**src/rtl/rowfirst_pkg.sv**
```systemverilog
package rowfirst_pkg;

    // Command opcodes presented on the bank command port
    typedef enum logic [2:0] {
        OP_NONE = 3'd0,
        OP_ACT  = 3'd1,
        OP_PRE  = 3'd2,
        OP_RD   = 3'd3,
        OP_WR   = 3'd4,
        OP_REF  = 3'd5
    } dram_op_e;

endpackage

```
**src/rtl/rowfirst_hitpick.sv**
```systemverilog
// Lowest-index (oldest) set bit of a request vector
module rowfirst_hitpick #(
    parameter int N     = 8,
    parameter int IDX_W = 3
) (
    input  logic [N-1:0]     hit,
    output logic             any,
    output logic [IDX_W-1:0] idx
);

    always_comb begin
        any = |hit;
        idx = '0;
        for (int i = N - 1; i >= 0; i--) begin
            if (hit[i]) idx = IDX_W'(i);
        end
    end

endmodule

```
**src/rtl/rowfirst_queue.sv**
```systemverilog
// Age-ordered request queue: slot 0 is the oldest entry. Removal at any
// slot compacts the younger entries down; entries older than the removed
// one have their bypass count raised (saturating at AGE_CAP).
module rowfirst_queue #(
    parameter int DEPTH   = 8,
    parameter int ROW_W   = 8,
    parameter int COL_W   = 6,
    parameter int TAG_W   = 4,
    parameter int AGE_CAP = 8
) (
    input  logic                        clk,
    input  logic                        rst_n,
    input  logic                        push,
    input  logic                        push_wr,
    input  logic [ROW_W-1:0]            push_row,
    input  logic [COL_W-1:0]            push_col,
    input  logic [TAG_W-1:0]            push_tag,
    input  logic                        pop,
    input  logic [$clog2(DEPTH)-1:0]    pop_idx,
    output logic [$clog2(DEPTH+1)-1:0]  cnt,
    output logic [DEPTH-1:0]            ent_wr,
    output logic [ROW_W-1:0]            ent_row [DEPTH],
    output logic [COL_W-1:0]            ent_col [DEPTH],
    output logic [TAG_W-1:0]            ent_tag [DEPTH],
    output logic [$clog2(AGE_CAP+1)-1:0] byp_head
);

    localparam int CNT_W = $clog2(DEPTH + 1);
    localparam int AGE_W = $clog2(AGE_CAP + 1);

    typedef struct packed {
        logic             wr;
        logic [ROW_W-1:0] row;
        logic [COL_W-1:0] col;
        logic [TAG_W-1:0] tag;
        logic [AGE_W-1:0] byp;
    } ent_t;

    typedef struct packed {
        ent_t [DEPTH-1:0] ent;
        logic [CNT_W-1:0] cnt;
    } qstate_t;

    qstate_t s_q, s_d;
    logic [CNT_W-1:0] cnt_after;

    always_comb begin
        s_d = s_q;
        // removal and compaction
        for (int i = 0; i < DEPTH; i++) begin
            if (pop && i >= int'(pop_idx)) begin
                s_d.ent[i] = (i < DEPTH - 1) ? s_q.ent[(i + 1) % DEPTH] : '0;
            end else if (pop && s_q.ent[i].byp < AGE_W'(AGE_CAP)) begin
                s_d.ent[i].byp = s_q.ent[i].byp + AGE_W'(1);
            end
        end
        cnt_after = s_q.cnt - CNT_W'(pop);
        // append behind the youngest remaining entry
        for (int i = 0; i < DEPTH; i++) begin
            if (push && CNT_W'(i) == cnt_after) begin
                s_d.ent[i] = '{wr: push_wr, row: push_row, col: push_col,
                               tag: push_tag, byp: '0};
            end
        end
        s_d.cnt = cnt_after + CNT_W'(push);
    end

    always_ff @(posedge clk) begin
        if (!rst_n) s_q <= '0;
        else        s_q <= s_d;
    end

    assign cnt      = s_q.cnt;
    assign byp_head = s_q.ent[0].byp;

    for (genvar g = 0; g < DEPTH; g++) begin : g_out
        assign ent_wr[g]  = s_q.ent[g].wr;
        assign ent_row[g] = s_q.ent[g].row;
        assign ent_col[g] = s_q.ent[g].col;
        assign ent_tag[g] = s_q.ent[g].tag;
    end

endmodule

```
**src/rtl/rowfirst_sched.sv**
```systemverilog
module rowfirst_sched
    import rowfirst_pkg::*;
#(
    parameter int DEPTH   = 8,
    parameter int ROW_W   = 8,
    parameter int COL_W   = 6,
    parameter int TAG_W   = 4,
    parameter int AGE_CAP = 8,
    parameter int PRE_CYC = 3,
    parameter int ACT_CYC = 4,
    parameter int REF_CYC = 6
) (
    input  logic             clk,
    input  logic             rst_n,
    input  logic             req_valid,
    output logic             req_ready,
    input  logic             req_write,
    input  logic [ROW_W-1:0] req_row,
    input  logic [COL_W-1:0] req_col,
    input  logic [TAG_W-1:0] req_tag,
    input  logic             rfsh_req,
    input  logic [ROW_W-1:0] rfsh_row,
    output logic             cmd_valid,
    input  logic             cmd_ready,
    output logic [2:0]       cmd_op,
    output logic [ROW_W-1:0] cmd_row,
    output logic [COL_W-1:0] cmd_col,
    output logic [TAG_W-1:0] cmd_tag
);

    localparam int IDX_W   = $clog2(DEPTH);
    localparam int CNT_W   = $clog2(DEPTH + 1);
    localparam int AGE_W   = $clog2(AGE_CAP + 1);
    localparam int TMR_MAX = (PRE_CYC > ACT_CYC) ?
                             ((PRE_CYC > REF_CYC) ? PRE_CYC : REF_CYC) :
                             ((ACT_CYC > REF_CYC) ? ACT_CYC : REF_CYC);
    localparam int TMR_W   = $clog2(TMR_MAX + 1);

    typedef struct packed {
        logic             cmd_vld;
        dram_op_e         op;
        logic [ROW_W-1:0] row;
        logic [COL_W-1:0] col;
        logic [TAG_W-1:0] tag;
        logic [IDX_W-1:0] idx;
        logic             row_open;
        logic [ROW_W-1:0] open_row;
        logic [TMR_W-1:0] timer;
    } sched_t;

    sched_t s_q, s_d;

    logic [CNT_W-1:0] q_cnt;
    logic [DEPTH-1:0] q_wr;
    logic [ROW_W-1:0] q_row [DEPTH];
    logic [COL_W-1:0] q_col [DEPTH];
    logic [TAG_W-1:0] q_tag [DEPTH];
    logic [AGE_W-1:0] q_byp0;
    logic             push, pop;
    logic [DEPTH-1:0] hit;
    logic             hit_any;
    logic [IDX_W-1:0] hit_idx;
    logic             starved;
    logic [IDX_W-1:0] tgt;

    assign req_ready = (q_cnt < CNT_W'(DEPTH));
    assign push      = req_valid && req_ready;

    rowfirst_queue #(
        .DEPTH(DEPTH), .ROW_W(ROW_W), .COL_W(COL_W),
        .TAG_W(TAG_W), .AGE_CAP(AGE_CAP)
    ) u_queue (
        .clk(clk), .rst_n(rst_n),
        .push(push), .push_wr(req_write), .push_row(req_row),
        .push_col(req_col), .push_tag(req_tag),
        .pop(pop), .pop_idx(s_q.idx),
        .cnt(q_cnt), .ent_wr(q_wr), .ent_row(q_row), .ent_col(q_col),
        .ent_tag(q_tag), .byp_head(q_byp0)
    );

    // Entries that target the latched row
    for (genvar g = 0; g < DEPTH; g++) begin : g_hit
        assign hit[g] = (CNT_W'(g) < q_cnt) && s_q.row_open &&
                        (q_row[g] == s_q.open_row);
    end

    rowfirst_hitpick #(.N(DEPTH), .IDX_W(IDX_W)) u_pick (
        .hit(hit), .any(hit_any), .idx(hit_idx)
    );

    // The head is always the most-bypassed entry, so only it is checked
    assign starved = (q_cnt != '0) && (q_byp0 >= AGE_W'(AGE_CAP));
    assign tgt     = (starved || !hit_any) ? '0 : hit_idx;

    always_comb begin
        s_d = s_q;
        pop = 1'b0;
        if (s_q.cmd_vld) begin
            if (cmd_ready) begin
                s_d.cmd_vld = 1'b0;
                unique case (s_q.op)
                    OP_PRE: begin
                        s_d.row_open = 1'b0;
                        s_d.timer    = TMR_W'(PRE_CYC);
                    end
                    OP_ACT: begin
                        s_d.row_open = 1'b1;
                        s_d.open_row = s_q.row;
                        s_d.timer    = TMR_W'(ACT_CYC);
                    end
                    OP_REF: begin
                        s_d.row_open = 1'b1;
                        s_d.open_row = s_q.row;
                        s_d.timer    = TMR_W'(REF_CYC);
                    end
                    OP_RD, OP_WR: begin
                        pop = 1'b1;
                    end
                    default: ;
                endcase
            end
        end else if (s_q.timer != '0) begin
            s_d.timer = s_q.timer - TMR_W'(1);
        end else if (rfsh_req) begin
            s_d.cmd_vld = 1'b1;
            s_d.col     = '0;
            s_d.tag     = '0;
            if (s_q.row_open) begin
                s_d.op  = OP_PRE;
                s_d.row = s_q.open_row;
            end else begin
                s_d.op  = OP_REF;
                s_d.row = rfsh_row;
            end
        end else if (q_cnt != '0) begin
            s_d.cmd_vld = 1'b1;
            s_d.idx     = tgt;
            s_d.col     = q_col[tgt];
            s_d.tag     = q_tag[tgt];
            if (s_q.row_open && s_q.open_row == q_row[tgt]) begin
                s_d.op  = q_wr[tgt] ? OP_WR : OP_RD;
                s_d.row = q_row[tgt];
            end else if (s_q.row_open) begin
                s_d.op  = OP_PRE;
                s_d.row = s_q.open_row;
            end else begin
                s_d.op  = OP_ACT;
                s_d.row = q_row[tgt];
            end
        end
    end

    always_ff @(posedge clk) begin
        if (!rst_n) s_q <= '0;
        else        s_q <= s_d;
    end

    assign cmd_valid = s_q.cmd_vld;
    assign cmd_op    = s_q.op;
    assign cmd_row   = s_q.row;
    assign cmd_col   = s_q.col;
    assign cmd_tag   = s_q.tag;

endmodule

```
**config.mk**
```make
export PLATFORM = sky130hd
export DESIGN_NAME = rowfirst_sched
export DESIGN_NICKNAME = d
export VERILOG_FILES = /design/src/rtl/rowfirst_pkg.sv /design/src/rtl/rowfirst_hitpick.sv /design/src/rtl/rowfirst_queue.sv /design/src/rtl/rowfirst_sched.sv
export SDC_FILE = /design/constraint.sdc
export NUM_CORES = 1
export LEC_CHECK = 0
export ABC_AREA = 1
export BUFFER_PORTS_ARGS = -buffer_cell sky130_fd_sc_hd__buf_2
export CAP_MARGIN = 20
export CORE_MARGIN = 1
export CORE_UTILIZATION = 43
export DETAILED_ROUTE_END_ITERATION = 16
export GPL_TIMING_DRIVEN = 0
export HOLD_SLACK_MARGIN = 0.05
export MAX_ROUTING_LAYER = met4
export PLACE_DENSITY_LB_ADDON = 0.05
export RECOVER_POWER = 50
export SETUP_SLACK_MARGIN = 0.15
export SYNTH_ARGS = -nofsm -noshare
export SYNTH_HDL_FRONTEND = slang
export SYNTH_HIERARCHICAL = 1
export SYNTH_SLANG_ARGS = --single-unit
```
**constraint.sdc**
```tcl
create_clock -name clk -period 5.4 [get_ports clk]
set_input_delay 0.81 -clock clk [delete_from_list [all_inputs] [get_ports clk]]
set_output_delay 0.81 -clock clk [all_outputs]
set_load 0.05 [all_outputs]
```
==> results.txt <==
Syn Inst Count = 2299
area of the core = 34500 µm²
Largest stage delay, worst path = 0.60 ns
Ports = 55
total of max-cap violations = 0
status = completed
FF+latch area = 4500 µm²
Worst setup SP type = flop
Port Buffers = 54
CTS tree = yes
Slew HR = 36.0%
most used cell, CP = nand2_1
setup TNS after final layout = 0 ns
crit path cell chain = clkbuf_1 -> inv_1 -> clkbuf_1 -> nor2_1 -> nor4_1 -> nand3_1 -> nor4_1 -> nand2_1 -> nand2_1 -> nand2_1 -> nand2_1 -> nand2_1 -> a21oi_1 -> buf_2 -> buf_1 -> clkbuf_1 -> a22oi_1 -> o21ai_0 -> nand2_1 -> o211ai_1 -> nand2_1 -> inv_1
Fill cells = 3721
Min-Delay Path Class = flop to flop
Site Rows = 68
Buf/Inv on CP = 7
Setup Skew = 0.0160 ns
# H-tree levels = 1
DR vias/cell = 5.25
Final setup viols = 0
area of the multi-input gates = 7960 µm²
Pwr Density = 365 nW/µm²
drt pass-1 iters = 7
Routed Antenna Nets = 0
vias in the first global route = 14300
Cell Area, Synth = 15100 µm²
initial antenna violation count = 0
Critical Path AT = 5.37 ns
Die H = 189 µm
Max Slew Vio Count = 0
CTS Root Cell = clkbuf_16
yosys warns = 6
Worst VDD drop = 0.361 mV
GPL Wtd Cong = 0.972
leakage = 7.40 nW
final hold vios = 0
Vias = 15000
DRC = 0
die area = 35800 µm²
WS Path Type = flop to flop
fmax = 0.205 GHz
largest net degree at the start of global routing = 14
Ant. Diodes = 0
Die Width = 189 µm
ratio of cells with drive above 1 in the final layout = 14.6%
clk_lat worst skew = 0.55 ns
Crit path max-delay family = buffers and inverters
wire per inst = 19.0 µm
unrepaired setup endpoints after global routing = no
Initial Util = 43.6%
CTS clock-pin slew for the worst setup and hold paths = 0.06 ns
Synth Net Count = 2345
setup ws final = 0.528 ns
Crit. End Element = flop
Final #Nets = 2431
Area growth, synth to finish = 10.8%
postcts setup bufs = 0
DP Wirelength = 43800 µm
pre-CTS setup slack = 0.538 ns
GRT Residual Overflow = 0
CTS buffer count = 28
slowest CP cell = buf_1
GRT Total Usage = 31.5%
minimum clock period = 4.87 ns
Post-Route WL = 54400 µm
CTS sink cnt = 225
Worst EP required = 5.90 ns
First DRT Iteration DRCs = 1265
Worst Path Max Fanout = 10
post-route clock period utilization = 90.2%
Worst-Margin Slew = 0.960 ns
mean area per synthesized cell = 6.55 µm²
Bufs on Longest Clock Path = 3
first-pass GRT wire length = 83800 µm
## metrics by stage
| step | hold WS, ns | cell area (µm²) | total power, mW | util (%) | cells |
|---|---|---|---|---|---|
| final | 0.478 | 16700 | 6.10 | 48.3 | 2860 |
| after global routing | 0.502 | 16700 | 6.44 | 48.3 | 2860 |
| after CTS | 0.478 | 16900 | 6.15 | 48.8 | 2860 |
| after detailed placement | 0.468 | 15900 | 4.27 | 46.1 | 2810 |
| after global placement | 0.466 | 15900 | 4.24 | 46.1 | 2808 |
| after floorplan | 0.443 | 15100 | 3.68 | - | 2299 |
## power breakdown
group	switching (mW)	internal (mW)	total [mW]	leakage (nW)
logic	1.38	0.774	2.15	5.11
registers	0.188	1.89	2.08	1.82
clock network	0.744	1.13	1.87	0.461
## tightest hold or removal path, stage by stage, from the launching register on
cell     delay, ns
dfxtp_1       0.33
inv_1         0.06
a21oi_1       0.05
## state kept, by name (all words and copies together) (netlist names), 3 cells and up
name / cells
s_q: 15
u_queue/ent_col: 48
cmd_op: 3
u_queue/ent_tag: 32
cmd_tag: 4
u_queue/byp_head: 4
u_queue/ent_wr: 8
u_queue/s_q: 28
u_queue/ent_row: 64
cmd_col: 6
cmd_row: 8
u_queue/cnt: 4
## routing by layer
layer / part of all wire, % / global-route usage, %
met1: 45 / 41.7
met2: 46 / 51.1
met3: 6.1 / 3.63
met4: 2.5 / 7.23
met5: 0 / -
## area by class of cell
cell class	count	share of cell area, %
multi-input combinational	1637	47.7
sequential	225	27.0
buffer	313	12.1
clock buffer	41	5.10
tap	455	3.41
inverter	124	2.79
timing repair buffer	56	1.49
clock inverter	9	0.435
## timing repair
item / in CTS / in global routing
gates resized for setup: 0 / 1
hold buffers: 0 / 0
setup endpoints to repair: 0 / 1
## layout by cell type (no fill, tap or decap), drive strengths merged, types with 2 or more instances in the layout
cell type / count
a221oi: 7
and3: 2
xnor2: 15
inv: 118
a22oi: 15
mux2i: 2
xor2: 29
o22ai: 8
nand3: 248
a32o: 13
nand4: 29
o21bai: 8
o211ai: 10
nor4: 9
o221ai: 3
a2111oi: 2
dfxtp: 225
a21oi: 180
o2111ai: 9
nor2: 85
clkbuf: 149
ha: 14
nor3: 5
nand2: 834
o21ai: 69
or2: 5
a211oi: 10
a31oi: 21
clkinv: 13
buf: 261
## final timing paths
check / start / end / slack, ns / cells after the start
worst min register to register: u_queue/s_q[168]$_SDFFE_PP0P_ / u_queue/s_q[168]$_SDFFE_PP0P_ / 0.48 / 2
worst max-delay path: s_q[10]$_SDFFE_PN0P_ / cmd_col[2]$_SDFFE_PN0P_ / 0.53 / 22
worst min-delay path: u_queue/s_q[168]$_SDFFE_PP0P_ / u_queue/s_q[168]$_SDFFE_PP0P_ / 0.48 / 2
worst max register to register: s_q[10]$_SDFFE_PN0P_ / cmd_col[2]$_SDFFE_PN0P_ / 0.53 / 22
No activity file was read; power rests on OpenSTA's default activity.
